File: config.mk
export PLATFORM = sky130hd
export DESIGN_NAME = cascade_pwm_timer
export DESIGN_NICKNAME = d
export VERILOG_FILES = /design/src/rtl/cascade_tmr_pkg.sv /design/src/rtl/tmr_regs.sv /design/src/rtl/tmr_count.sv /design/src/rtl/tmr_stage.sv /design/src/rtl/cascade_pwm_timer.sv
export SDC_FILE = /design/constraint.sdc
export NUM_CORES = 1
export LEC_CHECK = 0
export ABC_AREA = 1
export BUFFER_PORTS_ARGS = -buffer_cell sky130_fd_sc_hd__buf_2
export CORE_MARGIN = 2
export CORE_UTILIZATION = 55
export CTS_BUF_LIST = sky130_fd_sc_hd__clkbuf_8
export DETAILED_ROUTE_END_ITERATION = 16
export GPL_TIMING_DRIVEN = 0
export PLACE_DENSITY = 0.71
export SLEW_MARGIN = 15
export SYNTH_ARGS = -nofsm -noshare
export SYNTH_HDL_FRONTEND = slang
export SYNTH_SLANG_ARGS = --single-unit
File: constraint.sdc
create_clock -name clk -period 2.43 [get_ports clk]
set_input_delay 0.729 -clock clk [delete_from_list [all_inputs] [get_ports clk]]
set_output_delay 0.729 -clock clk [all_outputs]
set_load 0.03 [all_outputs]
File: src/rtl/cascade_tmr_pkg.sv
package cascade_tmr_pkg;

    // Width of the trigger select field of the control word.
    localparam int SEL_W  = 2;
    localparam int CTRL_W = SEL_W + 2;

    typedef enum logic [1:0] {
        FLD_CTRL    = 2'd0,
        FLD_RELOAD  = 2'd1,
        FLD_COMPARE = 2'd2,
        FLD_NONE    = 2'd3
    } field_e;

    // Packed so that bit 0 is enable, bit 1 gated, bits 3:2 select.
    typedef struct packed {
        logic [SEL_W-1:0] sel;
        logic             gated;
        logic             en;
    } ctrl_t;

    typedef struct packed {
        logic hit_ctrl;
        logic hit_reload;
        logic hit_compare;
    } wr_hit_t;

    function automatic ctrl_t ctrl_unpack(input logic [CTRL_W-1:0] bits);
        ctrl_t c;
        c.en    = bits[0];
        c.gated = bits[1];
        c.sel   = bits[2 +: SEL_W];
        return c;
    endfunction

    function automatic wr_hit_t decode_field(input logic stage_hit,
                                             input logic [1:0] addr);
        wr_hit_t h;
        h = '0;
        if (stage_hit) begin
            case (field_e'(addr))
                FLD_CTRL:    h.hit_ctrl    = 1'b1;
                FLD_RELOAD:  h.hit_reload  = 1'b1;
                FLD_COMPARE: h.hit_compare = 1'b1;
                default:     h = '0;
            endcase
        end
        return h;
    endfunction

endpackage

File: src/rtl/tmr_regs.sv
module tmr_regs
    import cascade_tmr_pkg::*;
#(
    parameter int CNT_W = 16
) (
    input  logic             clk,
    input  logic             rst,
    input  wr_hit_t          hit,
    input  logic [CNT_W-1:0] wr_data,
    input  logic             load_evt,
    output ctrl_t            ctrl,
    output logic [CNT_W-1:0] reload_act,
    output logic [CNT_W-1:0] compare_act
);

    logic [CNT_W-1:0] reload_pre;
    logic [CNT_W-1:0] compare_pre;

    // Control applies at once; reload and compare go through a preload
    // stage that is copied on a wrap, or every cycle while disabled.
    always_ff @(posedge clk) begin
        if (rst) begin
            ctrl        <= '0;
            reload_pre  <= '0;
            compare_pre <= '0;
            reload_act  <= '0;
            compare_act <= '0;
        end else begin
            if (hit.hit_ctrl)    ctrl        <= ctrl_unpack(wr_data[CTRL_W-1:0]);
            if (hit.hit_reload)  reload_pre  <= wr_data;
            if (hit.hit_compare) compare_pre <= wr_data;
            if (load_evt || !ctrl.en) begin
                reload_act  <= reload_pre;
                compare_act <= compare_pre;
            end
        end
    end

endmodule

File: src/rtl/tmr_count.sv
module tmr_count #(
    parameter int CNT_W = 16
) (
    input  logic             clk,
    input  logic             rst,
    input  logic             advance,
    input  logic [CNT_W-1:0] reload_act,
    output logic [CNT_W-1:0] cnt,
    output logic             wrap,
    output logic             upd_pulse
);

    // Wrap on >= so a reload lowered below the count still recovers.
    assign wrap = advance && (cnt >= reload_act);

    always_ff @(posedge clk) begin
        if (rst) begin
            cnt       <= '0;
            upd_pulse <= 1'b0;
        end else begin
            upd_pulse <= wrap;
            if (advance) begin
                cnt <= wrap ? '0 : cnt + CNT_W'(1);
            end
        end
    end

endmodule

File: src/rtl/tmr_stage.sv
module tmr_stage
    import cascade_tmr_pkg::*;
#(
    parameter int CNT_W   = 16,
    parameter int N_LINES = 3
) (
    input  logic               clk,
    input  logic               rst,
    input  wr_hit_t            hit,
    input  logic [CNT_W-1:0]   wr_data,
    input  logic [N_LINES-1:0] trig_lines,
    output logic               pwm,
    output logic               trig_out,
    output ctrl_t              ctrl,
    output logic [CNT_W-1:0]   cnt,
    output logic [CNT_W-1:0]   reload_act,
    output logic [CNT_W-1:0]   compare_act
);

    logic gate_line;
    logic advance;
    logic wrap;

    // Select one internal trigger line; an unmatched code keeps the gate shut.
    always_comb begin
        gate_line = 1'b0;
        for (int k = 0; k < N_LINES; k++) begin
            if (ctrl.sel == SEL_W'(k)) gate_line = trig_lines[k];
        end
    end

    assign advance = ctrl.en && (!ctrl.gated || gate_line);

    tmr_regs #(.CNT_W(CNT_W)) u_regs (
        .clk         (clk),
        .rst         (rst),
        .hit         (hit),
        .wr_data     (wr_data),
        .load_evt    (wrap),
        .ctrl        (ctrl),
        .reload_act  (reload_act),
        .compare_act (compare_act)
    );

    tmr_count #(.CNT_W(CNT_W)) u_count (
        .clk        (clk),
        .rst        (rst),
        .advance    (advance),
        .reload_act (reload_act),
        .cnt        (cnt),
        .wrap       (wrap),
        .upd_pulse  (trig_out)
    );

    assign pwm = ctrl.en && (cnt < compare_act);

endmodule

File: src/rtl/cascade_pwm_timer.sv
module cascade_pwm_timer
    import cascade_tmr_pkg::*;
#(
    parameter int N_STAGES = 3,
    parameter int CNT_W    = 16,
    localparam int IDX_W   = (N_STAGES > 1) ? $clog2(N_STAGES) : 1
) (
    input  logic                clk,
    input  logic                rst,
    input  logic                wr_en,
    input  logic [IDX_W-1:0]    wr_stage,
    input  logic [1:0]          wr_addr,
    input  logic [CNT_W-1:0]    wr_data,
    output logic [N_STAGES-1:0] pwm_o,
    output logic [N_STAGES-1:0] trig_o
);

    logic [N_STAGES-1:0]                 trig_w;
    logic [N_STAGES-1:0]                 en_w;
    logic [N_STAGES-1:0]                 gated_w;
    logic [N_STAGES-1:0][SEL_W-1:0]      sel_w;
    logic [N_STAGES-1:0][CNT_W-1:0]      cnt_w;
    logic [N_STAGES-1:0][CNT_W-1:0]      reload_w;
    logic [N_STAGES-1:0][CNT_W-1:0]      compare_w;

    for (genvar i = 0; i < N_STAGES; i++) begin : g_stage
        wr_hit_t hit;
        ctrl_t   ctrl;

        assign hit = decode_field(wr_en && (wr_stage == IDX_W'(i)), wr_addr);

        tmr_stage #(.CNT_W(CNT_W), .N_LINES(N_STAGES)) u_stage (
            .clk         (clk),
            .rst         (rst),
            .hit         (hit),
            .wr_data     (wr_data),
            .trig_lines  (trig_w),
            .pwm         (pwm_o[i]),
            .trig_out    (trig_w[i]),
            .ctrl        (ctrl),
            .cnt         (cnt_w[i]),
            .reload_act  (reload_w[i]),
            .compare_act (compare_w[i])
        );

        assign en_w[i]    = ctrl.en;
        assign gated_w[i] = ctrl.gated;
        assign sel_w[i]   = ctrl.sel;
    end

    assign trig_o = trig_w;

endmodule

# Yosys cells after proc, flatten, opt, wreduce, memory -nomap -nowiden
# Cells that the tools add are included.
[totals]
word_cells = 93
input_bits = 23
ramBits = 0
rom_bits = 0
ff_bits = 255
mem_count = 0
latch_bits = 0
[op_classes]
reduce_logical = 29
order_cmp = 6
n_addsub = 3
div_mod_pow = 0
shifts = 0
bitwise_logic = 0
mul = 0
muxes = 18
eq_ne = 10
[ops]
columns = ["op", "count"]
rows = [
  ["adder 16 x 1 -> 16 bit (second input constant)", 3],
  ["greater-or-equal comparator 16 bit", 3],
  ["< comparator 16 bit", 3],
  ["two-way mux 16 bit", 3],
  ["logical AND 1 bit", 12],
  ["two-way mux 1 bit", 12],
  ["equality test 2 x 1 -> 1 bit (second input constant)", 5],
  ["equality test 2 bit (second input constant)", 5],
  ["logical NOT 2 bit", 5],
  ["two-way mux 3 bit", 3],
  ["logical NOT 1 bit", 6],
  ["logical OR 1 bit", 6],
]

# Depth between registers and ports, before layout
[depth]
ltp_word = 8
depth_mapped = 17
mapped_depth_nobuf = 15

# Hierarchy
# From an unflattened synthesis, not the netlist that was laid out.
[hier_totals]
cells_unflattened = 1859
hier_area_um2 = 13061.3
[modules_own_cells]
columns = ["module", "seq_area_each_um2", "instances", "area_per_inst_um2", "cells_each"]
rows = [
  ["tmr_regs", 1361.3, 3, 2610.0, 364],
  ["tmr_count", 340.3, 3, 1278.7, 176],
  ["tmr_stage", 0.0, 3, 439.2, 73],
  ["cascade_pwm_timer", 0.0, 1, 77.6, 20],
]

# Worst setup path after synthesis
# No wires, ideal clock.
[synth_timing]
path_kind = "reg2out"
from = "register g_stage[2].u_stage.u_count.cnt[9]"
to = "output port pwm_o[2]"
t_arrival_ns = 1.328
path_stages_with_launch = 8
n_path_buf = 1
slack_ns = 0.373
cell_sequence = "dfxtp_1 > ha_1 > a21oi_1 > nor2_1 > a211oi_1 > o211ai_1 > a21oi_1 > buf_4"
[synth_between]
elab_chain_cells = 2
[synth_lines]
columns = ["item", "line_no", "source"]
rows = [
  ["from (decl)", "tmr_count.sv:8", "output logic [CNT_W-1:0] cnt,"],
  ["from (signal assigned)", "tmr_count.sv:23", "cnt <= wrap ? '0 : cnt + CNT_W'(1);"],
  ["< comparator 16 bit", "tmr_stage.sv:55", "assign pwm = ctrl.en && (cnt < compare_act);"],
  ["logical AND 1 bit", "tmr_stage.sv:55", ""],
  ["to (decl)", "cascade_pwm_timer.sv:14", "output logic [N_STAGES-1:0] pwm_o,"],
]
# Every way passes these cells.

# Worst setup path after layout
[layout_timing]
from = "register g_stage[2].u_stage.u_regs.compare_act[14]"
to = "output port pwm_o[2]"
[layout_between]
elab_chain_cells = 2
[layout_lines]
columns = ["item", "line_no", "source"]
rows = [
  ["from (decl)", "tmr_regs.sv:13", "output logic [CNT_W-1:0] compare_act"],
  ["from (signal assigned)", "tmr_regs.sv:34", "compare_act <= compare_pre;"],
  ["< comparator 16 bit", "tmr_stage.sv:55", ""],
  ["logical AND 1 bit", "tmr_stage.sv:55", ""],
]
# Every way passes these cells.

==> results.md <==
- Outcome: complete, but fails checks
- Failing checks: setup timing
- Final worst slack: -0.322 ns
- Final wirelength: 34,400 um
- Seq pwr share: approximately 47%
- Pwr dens: 627 nW/um^2
- Max-Slew Margin vs Limit: 47.6%
- Core area: 22,700 um^2
- Leakage power total: approximately 6.3 nW
- Clock tree from TritonCTS: built
- TritonRoute pass-1 iters: 6
- Synth area leaders: dfxtp_1 (40%), nor2_1 (12%), ha_1 (9.4%), nand2_1 (7.8%), inv_1 (5.4%)
- CP endpoint kind: output port
- Clk_skew: approximately 0.023 ns
- Final min period: between 2 and 3 ns
- Die Footprint: ~25,000 um^2
- Largest net degree at the start of global routing: 16
- Initial Util: 56.4%
- Via Count: between 10,000 and 15,000
- Total power: between 0.009 and 0.01 W
- Distinct cells, synth: 38
- Tcrit/Tclk final: 113%
- Worst skew pair latency: 0.56 ns
- Grt total ovfl: 0
- Vias in the first global route: around 11,000
- Sequential share of the synthesized area: around two fifths
- H-tree depth: 2
- Slew Viols, Final: 0
- FP Rows: between 50 and 60
- Layout Nets: roughly 2,000
- Clk slew on worst S/H paths: about 0.060 ns
- Crit Path Max Fanout: 3
- Sw frac: 24.6%
- Total net switching power: between 0.002 and 0.0025 W
- Placer Congestion: 0.950
- Root buffer cell: clkbuf_8
- Most frequent cells in the layout: nor2_1 (408), nand2_1 (265), dfxtp_1 (221)
- F_max: approximately 360 MHz
- Fillers: around 2,000
- Synth warn: 0
- Design area: between 10,000 and 15,000 um^2
- Synth Instances: 1,795
- I/O Pins: 29
- Setup WS pre-CTS: -0.00449 ns
- Die Span Y: around 160 um
- Crit path launch type: flip-flop
- CTS Sinks: ~260
- P&R area growth vs syn: 14.8%
- Util after Layout: 64.7%
- CTS Buf Count: 43
- Sequential Area: between 5000 and 6000 um^2
- Tightest Pin Transition: about 0.79 ns
- Initial antenna violation count: 1
- HP Class: in2reg
- Synth Register Bits: around 260
- DR iter-0 viols: between 900 and 1,000
- Via density: 5.33
- Clk pwr share: between 40% and 50%
- Buffers on Ports: 24
- Setup-failing EPs final: 3
- Max Cap Violations: 0
- Critical path type: reg2out
- Async SR Flop Fraction: 0%
- Global-route wire length before repair: 54,800 um
- Crit path arrival time: ~2.0 ns
- Multi-input gate area in the final layout: just under 7000 um^2
- Chip width: roughly 160 um
- EDFF count, synth: 0
- Synth top area share: 39.9%
- Unrepaired setup endpoints after global routing: true
- Placed instance area: ~13,000 um^2
- Synthesized area per cell: 7.13 um^2
- Routed Antenna Nets: 0
- Critical path required time: roughly 1.7 ns
- Synth Cell Area: 12,800 um^2
- Final-report hold violation count: 0
- Mapped Nets: ~1,900
- Max VDD drop: 0.436 mV
- DRC Markers: 0
- Layout cells sized above 1: between 15 and 20%
- All-Layer GR Usage: approximately 28%
- Setup Total Neg Slack: -0.735 ns
- Internal: between 0.006 and 0.007 W
- Clock tree buffer depth: 3
- Most common cell after layout, fill and taps aside: nor2_1
- DP Wirelength: 24,600 um
- Synth area leader: dfxtp_1
- WL/cell: 15.7 um
- Post-synth top flop: dfxtp_1
- Combinational power share: ~6.9%
-- power groups by stage --
stage | Clock, W | Sequential, W | Combinational, W
2_1_floorplan | 0 | 0.00438 | 0.000419
3_3_place_gp | 0 | 0.00439 | 0.000597
3_5_place_dp | 0 | 0.00439 | 0.000607
4_1_cts | 0.00434 | 0.00429 | 0.000624
5_1_grt | 0.00454 | 0.00429 | 0.000713
6_report | 0.00429 | 0.00429 | 0.000640
-- worst paths after layout --
path	depth (start not counted)	startpoint	slack [ns]	endpoint
setup / recovery	8	g_stage[2].u_stage.u_regs.compare_act[14]	-0.32	pwm_o[2]
hold / removal	2	rst	0.44	g_stage[2].u_stage.u_count.upd_pulse
setup reg to reg	14	g_stage[0].u_stage.u_count.cnt[0]	0.29	g_stage[0].u_stage.u_regs.reload_act[13]
hold reg to reg	2	g_stage[0].u_stage.u_regs.ctrl[1]	0.47	g_stage[0].u_stage.u_regs.ctrl[1]
-- synthesized netlist by cell type, types with 3 or more instances --
cell,count
o21a_1,5
o22ai_1,3
nor2_1,408
nand2_4,3
o21bai_1,5
a21oi_1,114
buf_2,26
xor2_1,10
ha_1,96
a21oi_2,37
clkbuf_1,39
o21ai_0,130
buf_6,5
nor3_1,12
nand3_2,4
nand2_2,5
nand3_1,129
buf_8,4
nand4_1,10
inv_1,184
inv_2,4
nor2_2,4
buf_1,10
nand2_1,266
buf_4,9
nand3b_1,4
dfxtp_1,255
-- area by class of cell --
type / instances / share of cell area [%]
inverter: 188 / 4.80
multi-input combinational: 1259 / 46.0
clock buffer: 59 / 5.52
clock inverter: 21 / 1.17
sequential: 255 / 35.2
antenna: 1 / 0.0170
buffer: 88 / 3.18
timing repair buffer: 38 / 1.66
tap: 285 / 2.43
-- worst max-delay path, cell delays in order, from the launching register on --
cell	delay (ns)
dfxtp_2	0.31
inv_2	0.09
ha_4	0.20
nand2_2	0.05
inv_2	0.05
a311oi_2	0.24
o211ai_1	0.16
a21oi_2	0.19
buf_6	0.16
-- per-stage QoR --
| stage | hold slack (ns) | instances |
|---|---|---|
| 6_report | 0.441 | 2194 |
| 5_1_grt | 0.450 | 2194 |
| 4_1_cts | 0.416 | 2190 |
| 3_5_place_dp | 0.462 | 2104 |
| 3_3_place_gp | 0.451 | 2104 |
| 2_1_floorplan | 0.437 | 1795 |
-- registers in the layout, indices dropped and copies added, names as in the netlist --
name and count:
g_stage.u_stage.u_regs.ctrl 12, g_stage.u_stage.u_regs.reload_pre 48, g_stage.u_stage.u_count.upd_pulse 3, g_stage.u_stage.u_count.cnt 48, g_stage.u_stage.u_regs.reload_act 48, g_stage.u_stage.u_regs.compare_pre 48, g_stage.u_stage.u_regs.compare_act 48
-- routing by layer --
layer	vias to the layer above	track usage, %	part of all wire, %
met5	-	0	0
met4	0	9.61	3.1
li1	5929	-	-
met3	75	5.65	7.1
met2	332	45.8	45
met1	5349	37.5	45
-- logic make-up (layout without fill, tap and decap cells) --
group | Yosys count | after routing | synth area share (%)
flip-flops | 255 | 255 | 39.9
buffers and inverters | 281 | 394 | 9.40
AO/OA/AOI/OAI | 302 | 302 | 13.3
other | 0 | 1 | 0
XOR/XNOR | 12 | 12 | 0.821
AND/OR/NAND/NOR | 849 | 849 | 27.2
adder cells (fa/ha/maj) | 96 | 96 | 9.38
-- what timing repair did --
action | 4_1_cts | 5_1_grt
resized for setup | 76 | 27
pin swaps | 12 | 15
setup buffers | 9 | 5
hold endpoints to repair | 0 | 0
hold buffers | 0 | 0
setup endpoints to repair | 3 | 3
Note: power is estimated with default switching activity, not from simulation.
